--- src/rtl/tod_alarm_pkg.sv ---
package tod_alarm_pkg;

   // Control register layout; positions are decoded by software
   typedef struct packed {
      logic       stop;     // bit 7: suppress compares
      logic       wp;       // bit 6: write protect
      logic [2:0] rsv;      // bits 5:3: read as zero
      logic       route;    // bit 2: 1 = one line per alarm
      logic       en1;      // bit 1: alarm 1 interrupt enable
      logic       en0;      // bit 0: alarm 0 interrupt enable
   } ctrl_t;

   localparam int CTRL_W     = 8;
   localparam int NUM_ALARMS = 2;

endpackage

--- src/rtl/tod_alarm_unit.sv ---
module tod_alarm_unit #(
   parameter int DATA_W     = 8,
   parameter int NUM_FIELDS = 4,
   parameter int ADDR_W     = 8,
   parameter int BASE       = 7
) (
   input  logic                         clk,
   input  logic                         rst_n,
   input  logic                         wr_en,
   input  logic                         wr_allow,
   input  logic [ADDR_W-1:0]            wr_addr,
   input  logic [DATA_W-1:0]            wr_data,
   input  logic                         rd_en,
   input  logic [ADDR_W-1:0]            rd_addr,
   input  logic [NUM_FIELDS*DATA_W-1:0] cur_time,
   input  logic                         upd,
   output logic                         flag,
   output logic [DATA_W-1:0]            rd_val
);

   localparam int OFF_W = ADDR_W - 1;
   localparam int MSB   = DATA_W - 1;

   logic [DATA_W-1:0]     fld_q [NUM_FIELDS];
   logic [NUM_FIELDS-1:0] fld_match;
   logic [NUM_FIELDS-1:0] wr_sel;
   logic [NUM_FIELDS-1:0] rd_sel;
   logic [NUM_FIELDS-1:0] time_msb_unused;
   logic                  access;
   logic                  fire;

   genvar f;
   for (f = 0; f < NUM_FIELDS; f++) begin : g_field
      localparam logic [OFF_W-1:0] OFS = OFF_W'(BASE + f);
      assign wr_sel[f] = wr_en && wr_addr[ADDR_W-1] && (wr_addr[OFF_W-1:0] == OFS);
      assign rd_sel[f] = rd_en && !rd_addr[ADDR_W-1] && (rd_addr[OFF_W-1:0] == OFS);
      assign fld_match[f] = fld_q[f][MSB] ||
                            (fld_q[f][MSB-1:0] == cur_time[f*DATA_W +: DATA_W-1]);
      assign time_msb_unused[f] = cur_time[f*DATA_W + MSB];

      AST_WR_BLOCKED: assert property (@(posedge clk) disable iff (!rst_n)
         (wr_sel[f] && !wr_allow) |=> $stable(fld_q[f]));
   end

   always_ff @(posedge clk or negedge rst_n) begin
      if (!rst_n) begin
         for (int i = 0; i < NUM_FIELDS; i++) fld_q[i] <= '0;
      end else if (wr_allow) begin
         for (int i = 0; i < NUM_FIELDS; i++)
            if (wr_sel[i]) fld_q[i] <= wr_data;
      end
   end

   always_comb begin
      rd_val = '0;
      for (int i = 0; i < NUM_FIELDS; i++)
         if (rd_sel[i]) rd_val = rd_val | fld_q[i];
   end

   assign access = (|wr_sel) || (|rd_sel);
   assign fire   = upd && (&fld_match);

   always_ff @(posedge clk or negedge rst_n) begin
      if (!rst_n)      flag <= 1'b0;
      else if (fire)   flag <= 1'b1;
      else if (access) flag <= 1'b0;
   end

   AST_SET_NEEDS_UPD: assert property (@(posedge clk) disable iff (!rst_n)
      $rose(flag) |-> $past(upd));

   AST_CLEAR_ON_ACCESS: assert property (@(posedge clk) disable iff (!rst_n)
      (access && !upd) |=> !flag);

   AST_FLAG_HOLD: assert property (@(posedge clk) disable iff (!rst_n)
      (!access && !upd) |=> $stable(flag));

endmodule

--- src/rtl/tod_alarm_ctrl.sv ---
module tod_alarm_ctrl
   import tod_alarm_pkg::*;
#(
   parameter int ADDR_W = 8,
   parameter int OFFSET = 15
) (
   input  logic              clk,
   input  logic              rst_n,
   input  logic              wr_en,
   input  logic [ADDR_W-1:0] wr_addr,
   input  logic [CTRL_W-1:0] wr_data,
   input  logic              rd_en,
   input  logic [ADDR_W-1:0] rd_addr,
   output logic              stop,
   output logic              wr_allow,
   output logic              route,
   output logic [1:0]        en,
   output logic [CTRL_W-1:0] rd_val
);

   localparam int OFF_W = ADDR_W - 1;
   localparam logic [OFF_W-1:0] OFS = OFF_W'(OFFSET);

   ctrl_t ctrl_q;
   ctrl_t wr_view;
   logic  wr_sel;
   logic  rd_sel;
   logic  ctl_rsv_unused;

   assign wr_view        = ctrl_t'(wr_data);
   assign ctl_rsv_unused = ^wr_view.rsv;
   assign wr_sel = wr_en && wr_addr[ADDR_W-1] && (wr_addr[OFF_W-1:0] == OFS);
   assign rd_sel = rd_en && !rd_addr[ADDR_W-1] && (rd_addr[OFF_W-1:0] == OFS);

   always_ff @(posedge clk or negedge rst_n) begin
      if (!rst_n) begin
         ctrl_q <= '0;
      end else if (wr_sel) begin
         ctrl_q.wp <= wr_view.wp;
         if (!ctrl_q.wp) begin
            ctrl_q.stop  <= wr_view.stop;
            ctrl_q.route <= wr_view.route;
            ctrl_q.en1   <= wr_view.en1;
            ctrl_q.en0   <= wr_view.en0;
         end
      end
   end

   assign stop     = ctrl_q.stop;
   assign wr_allow = !ctrl_q.wp;
   assign route    = ctrl_q.route;
   assign en       = {ctrl_q.en1, ctrl_q.en0};
   assign rd_val   = rd_sel ? {ctrl_q.stop, ctrl_q.wp, 3'b000, ctrl_q.route,
                               ctrl_q.en1, ctrl_q.en0} : '0;

   AST_CTRL_LOCKED: assert property (@(posedge clk) disable iff (!rst_n)
      (wr_sel && ctrl_q.wp) |=> $stable({ctrl_q.stop, ctrl_q.route, ctrl_q.en1, ctrl_q.en0}));

   AST_CTRL_OPEN: assert property (@(posedge clk) disable iff (!rst_n)
      (wr_sel && !ctrl_q.wp) |=> (ctrl_q.en0 == $past(wr_data[0])));

endmodule

--- src/rtl/tod_alarm_irq.sv ---
module tod_alarm_irq (
   input  logic       clk,
   input  logic       rst_n,
   input  logic [1:0] flag,
   input  logic [1:0] en,
   input  logic       route,
   output logic       irq0_n,
   output logic       irq1_n
);

   logic [1:0] req;

   assign req = flag & en;

   always_comb begin
      if (route) begin
         irq0_n = !req[0];
         irq1_n = !req[1];
      end else begin
         irq0_n = !(|req);
         irq1_n = 1'b1;
      end
   end

   AST_LINE1_QUIET: assert property (@(posedge clk) disable iff (!rst_n)
      !route |-> irq1_n);

   AST_LINE1_SOURCE: assert property (@(posedge clk) disable iff (!rst_n)
      !irq1_n |-> (flag[1] && en[1]));

   AST_LINE0_SOURCE: assert property (@(posedge clk) disable iff (!rst_n)
      !irq0_n |-> ((flag[0] && en[0]) || (!route && flag[1] && en[1])));

endmodule

--- src/rtl/tod_alarm_pair.sv ---
module tod_alarm_pair
   import tod_alarm_pkg::*;
#(
   parameter int DATA_W     = 8,
   parameter int NUM_FIELDS = 4,
   parameter int ADDR_W     = 8,
   parameter int A0_OFS     = 7
) (
   input  logic                         clk,
   input  logic                         rst_n,
   input  logic                         tick,
   input  logic [NUM_FIELDS*DATA_W-1:0] cur_time,
   input  logic                         wr_en,
   input  logic [ADDR_W-1:0]            wr_addr,
   input  logic [DATA_W-1:0]            wr_data,
   input  logic                         rd_en,
   input  logic [ADDR_W-1:0]            rd_addr,
   output logic [DATA_W-1:0]            rd_data,
   output logic [NUM_ALARMS-1:0]        alarm_flag,
   output logic                         irq0_n,
   output logic                         irq1_n
);

   localparam int CTRL_OFS = A0_OFS + NUM_ALARMS * NUM_FIELDS;

   if (DATA_W < CTRL_W) begin : g_bad_width
      $error("DATA_W must be at least the control register width");
   end
   if (NUM_FIELDS < 1) begin : g_bad_fields
      $error("NUM_FIELDS must be at least 1");
   end
   if (CTRL_OFS >= (1 << (ADDR_W - 1))) begin : g_bad_map
      $error("register map does not fit below the write flag bit");
   end

   logic              stop;
   logic              wr_allow;
   logic              route;
   logic [1:0]        en;
   logic              upd;
   logic [CTRL_W-1:0] ctrl_rd;
   logic [DATA_W-1:0] unit_rd [NUM_ALARMS];

   assign upd = tick && !stop;

   tod_alarm_ctrl #(
      .ADDR_W (ADDR_W),
      .OFFSET (CTRL_OFS)
   ) u_ctrl (
      .clk      (clk),
      .rst_n    (rst_n),
      .wr_en    (wr_en),
      .wr_addr  (wr_addr),
      .wr_data  (wr_data[CTRL_W-1:0]),
      .rd_en    (rd_en),
      .rd_addr  (rd_addr),
      .stop     (stop),
      .wr_allow (wr_allow),
      .route    (route),
      .en       (en),
      .rd_val   (ctrl_rd)
   );

   genvar a;
   for (a = 0; a < NUM_ALARMS; a++) begin : g_alarm
      tod_alarm_unit #(
         .DATA_W     (DATA_W),
         .NUM_FIELDS (NUM_FIELDS),
         .ADDR_W     (ADDR_W),
         .BASE       (A0_OFS + a * NUM_FIELDS)
      ) u_unit (
         .clk      (clk),
         .rst_n    (rst_n),
         .wr_en    (wr_en),
         .wr_allow (wr_allow),
         .wr_addr  (wr_addr),
         .wr_data  (wr_data),
         .rd_en    (rd_en),
         .rd_addr  (rd_addr),
         .cur_time (cur_time),
         .upd      (upd),
         .flag     (alarm_flag[a]),
         .rd_val   (unit_rd[a])
      );
   end

   always_comb begin
      rd_data = DATA_W'(ctrl_rd);
      for (int i = 0; i < NUM_ALARMS; i++) rd_data = rd_data | unit_rd[i];
   end

   tod_alarm_irq u_irq (
      .clk    (clk),
      .rst_n  (rst_n),
      .flag   (alarm_flag),
      .en     (en),
      .route  (route),
      .irq0_n (irq0_n),
      .irq1_n (irq1_n)
   );

   AST_STOP_HOLDS: assert property (@(posedge clk) disable iff (!rst_n)
      stop |=> (alarm_flag & ~$past(alarm_flag)) == '0);

endmodule

--- config.mk ---
export PLATFORM = sky130hd
export DESIGN_NAME = tod_alarm_pair
export DESIGN_NICKNAME = d
export VERILOG_FILES = /design/src/rtl/tod_alarm_pkg.sv /design/src/rtl/tod_alarm_unit.sv /design/src/rtl/tod_alarm_ctrl.sv /design/src/rtl/tod_alarm_irq.sv /design/src/rtl/tod_alarm_pair.sv
export SDC_FILE = /design/constraint.sdc
export NUM_CORES = 1
export LEC_CHECK = 0
export BUFFER_PORTS_ARGS = -buffer_cell sky130_fd_sc_hd__buf_2
export CORE_ASPECT_RATIO = 0.5
export CORE_MARGIN = 2
export CORE_UTILIZATION = 45
export CTS_CLUSTER_DIAMETER = 150
export DETAILED_ROUTE_END_ITERATION = 16
export GPL_TIMING_DRIVEN = 0
export PLACE_DENSITY = 0.66
export SLEW_MARGIN = 5
export SYNTH_ARGS = -nofsm -noshare
export SYNTH_HDL_FRONTEND = slang
export SYNTH_SLANG_ARGS = --single-unit
--- constraint.sdc ---
create_clock -name clk -period 1.82 [get_ports clk]
set_input_delay 0.091 -clock clk [delete_from_list [all_inputs] [get_ports clk]]
set_output_delay 0.091 -clock clk [all_outputs]
set_load 0.02 [all_outputs]
==> flow_metrics.tcl <==
set metrics [dict create \
    power.share.clock_pct 40.5 \
    finalMaxSlewViolations 0 \
    gp_congestion 0.856 \
    fin_crit_sh_pct 109 \
    htree_levels 3 \
    numPortBuffers 63 \
    die_x_um 141 \
    worstSetupPathType "reg -> out" \
    cts_tree "yes" \
    synth.cells.most_frequent "71 x dfrtp_1, 65 x mux2_2, 29 x xnor2_1, 29 x xor2_1, 15 x nor2_1" \
    synth_seq_cells 71 \
    tns_ps -506 \
    synth-edff-count 0 \
    cpMaxStageDelayCell "mux4_2" \
    p_seq_share_pct 44.5 \
    postSynthAreaPerCell_um2 12.3 \
    cts_made_buffers 9 \
    die_y_um 72.5 \
    timing.rr.start "u_ctrl.ctrl_q[6]" \
    hp-class "in -> reg" \
    fill_cells 731 \
    yosysUniqueCellTypes 54 \
    grt_pass1_wl_um 19100 \
    ir_drop_mv 0.456 \
    slew_headroom_pct 39.1 \
    clock_sinks 71 \
    yosysTopAreaCell "dfrtp_1" \
    swShare_pct 25.1 \
    clk_pin_slew_ps 50 \
    leakagePower_nw 2.50 \
    first_pass_iters 5 \
    core_region_area_um2 8920 \
    globalRouteOverflowTotal 0 \
    netSwitchingPower_uw 980 \
    rows 24 \
    detail_route.vias_per_cell 5.83 \
    synth_flop_cell "dfrtp_1" \
    synthArstFlopShare_pct 100 \
    skew_ps 4.03 \
    place_ws_ps -36.9 \
    cp-end-kind "output port" \
    multi_input_area_um2 2390 \
    ant_nets 0 \
    drt_iter0_markers 276 \
    grt_pass1_vias 3419 \
    ys_seq_area_share_pct 42.1 \
    worstHoldPathCells 2 \
    wl_um 12300 \
    reg2reg_setup_slack_ps 80 \
    maxCapViolCount 0 \
    clockBufferDepth 2 \
    fmax_mhz 506 \
    rsz0062_at_grt "yes" \
    remaining_drc_errors 0 \
    clock_latency_ps 330 \
    min_period_ps 1980 \
    synth_area_leaders "dfrtp_1 42%, mux2_2 17%, xnor2_1 6.0%, xor2_1 6.0%, mux4_2 4.3%" \
    cp-start-kind "flip-flop" \
    drive_gt1_share_pct 48.0 \
    grt_use_total_pct 25.5 \
    regArea_um2 1780 \
    worstPathMaxFanout 2 \
    netlist.area_leader.share_pct 42.1 \
    post-dp-hpwl_um 9280 \
    pin_count 73 \
    holdPathEnd "g_alarm[1].u_unit.fld_q[20]" \
    start_util_pct 47.3 \
    num_vias 3269 \
    cpPeakStageDelay_ps 520 \
    crit_path_cell_trace "mux4_2 > mux2_4 > a22oi_2 > nor2_1 > buf_4" \
    syn_area_um2 4220 \
    synthMostInstantiatedCell "dfrtp_1" \
    grt_max_degree 72 \
    finalHoldViolCount 0 \
    wl_per_cell_um 21.9 \
    yosysWarnings 0 \
    path_buf_inv 1 \
    cts_root_buf "clkbuf_16" \
    worst_pin_slew_ps 914 \
    required_ps 1730 \
    p_int_mw 2.92 \
    dieArea_um2 10200 \
    synthCells 344 \
    insertedDiodeCount 0 \
    antenna_found_initial 0 \
    worst_ep_arrival_time_ps 1890 \
    setup_slack_ps -157 \
    hold_start "wr_data[4]" \
    status "finished with violations" \
    violations "setup timing" \
    syn2layout_area_growth_pct 24.0 \
    synth.net_count 405 \
    setup_viol 6 \
    timing.rr.end "g_alarm[1].u_unit.fld_q[3]" \
    final_nets 502 \
    cellPowerDensity_nw_per_um2 746 \
    r2r_cells 6 \
    combinationalPowerShare_pct 15.0 \
    critical_path.top_delay_family "multiplexers" \
]
## layer usage
metal  global-route usage (%)  wire length (µm)  up-vias
met5                        0                 0        -
met4                     7.44               133        0
met3                     5.21               843       14
met2                     38.9              5400      137
met1                     37.3              5910     1648
li1                         -                 -     1470
## power groups by stage
stage                     Sequential (mW)  Clock, mW  Combinational (mW)
after floorplan                      1.74          0               0.311
after global placement               1.77          0               0.507
after detailed placement             1.77          0               0.521
after CTS                            1.74       1.60               0.563
after global routing                 1.75       1.68               0.630
final                                1.74       1.58               0.584
## per-stage QoR
step           util, %  hold WS [ps]  cells  power, mW  cell area [µm²]
2_1_floorplan        -          -205    344       2.05             4220
3_3_place_gp      52.5           445    524       2.27             4680
3_5_place_dp      52.5           275    524       2.29             4680
4_1_cts           57.6           129    557       3.90             5140
5_1_grt           58.6           144    561       4.06             5230
6_report          58.6           144    561       3.90             5230
## logic make-up after synthesis
family | after synthesis | synth area share [%]
compound gates | 36 | 6.35
xor+xnor | 58 | 12.0
buf+inv | 17 | 2.70
flops | 71 | 42.1
mux | 88 | 26.2
simple gates | 74 | 10.6
## how the worst max path moves through the flow
stage	cells after the start	end	from	slack (ps)
after floorplan	4	g_alarm[0].u_unit.fld_q[24]	u_ctrl.ctrl_q[6]	270
after global placement	4	g_alarm[0].u_unit.fld_q[27]	u_ctrl.ctrl_q[6]	20
after detailed placement	4	g_alarm[0].u_unit.fld_q[31]	u_ctrl.ctrl_q[6]	-40
after CTS	5	rd_data[6]	g_alarm[1].u_unit.fld_q[14]	-150
after global routing	5	rd_data[1]	u_ctrl.en[1]	-230
final	5	rd_data[6]	u_ctrl.ctrl_q[6]	-160
## cell usage in the layout (no fill, tap or decap), drive strengths merged, types with 2 or more instances in the layout
cell type | synthesis | final
a32oi | 2 | 2
inv | 2 | 2
nor2 | 16 | 16
buf | 12 | 97
nor2b | 6 | 6
nor4 | 10 | 10
or3 | 3 | 3
nor3 | 9 | 9
xnor2 | 29 | 29
nand3 | 6 | 6
mux4 | 8 | 8
and2b | 2 | 2
nand2 | 12 | 12
mux2i | 5 | 5
o21ai | 8 | 8
o221ai | 2 | 2
a41oi | 3 | 3
nand4 | 5 | 5
dfrtp | 71 | 71
clkbuf | 3 | 16
mux2 | 75 | 75
a22oi | 5 | 5
a21oi | 4 | 4
xor2 | 29 | 29
## repair_timing
action                     in CTS  in global routing
hold endpoints to repair       71                  0
resized for setup              10                 13
hold buffers                    1                  0
setup buffers                  18                  4
setup endpoints to repair      18                 36
pin swaps                       7                  3
## flip-flops by register name (all words and copies together) (netlist names)
register / flops
g_alarm.u_unit.flag: 2
g_alarm.u_unit.fld_q: 64
u_ctrl.ctrl_q: 1
u_ctrl.en: 2
u_ctrl.route: 1
u_ctrl.stop: 1
## area by class of cell
class / count / area share (%)
Tap cell: 117 / 2.80
Clock inverter: 1 / 0.0957
Timing Repair Buffer: 86 / 10.2
Buffer: 15 / 2.03
Clock buffer: 13 / 4.98
Inverter: 2 / 0.144
Multi-Input combinational cell: 256 / 45.8
Sequential cell: 71 / 34.0
Power figures use the tool's default switching activity.
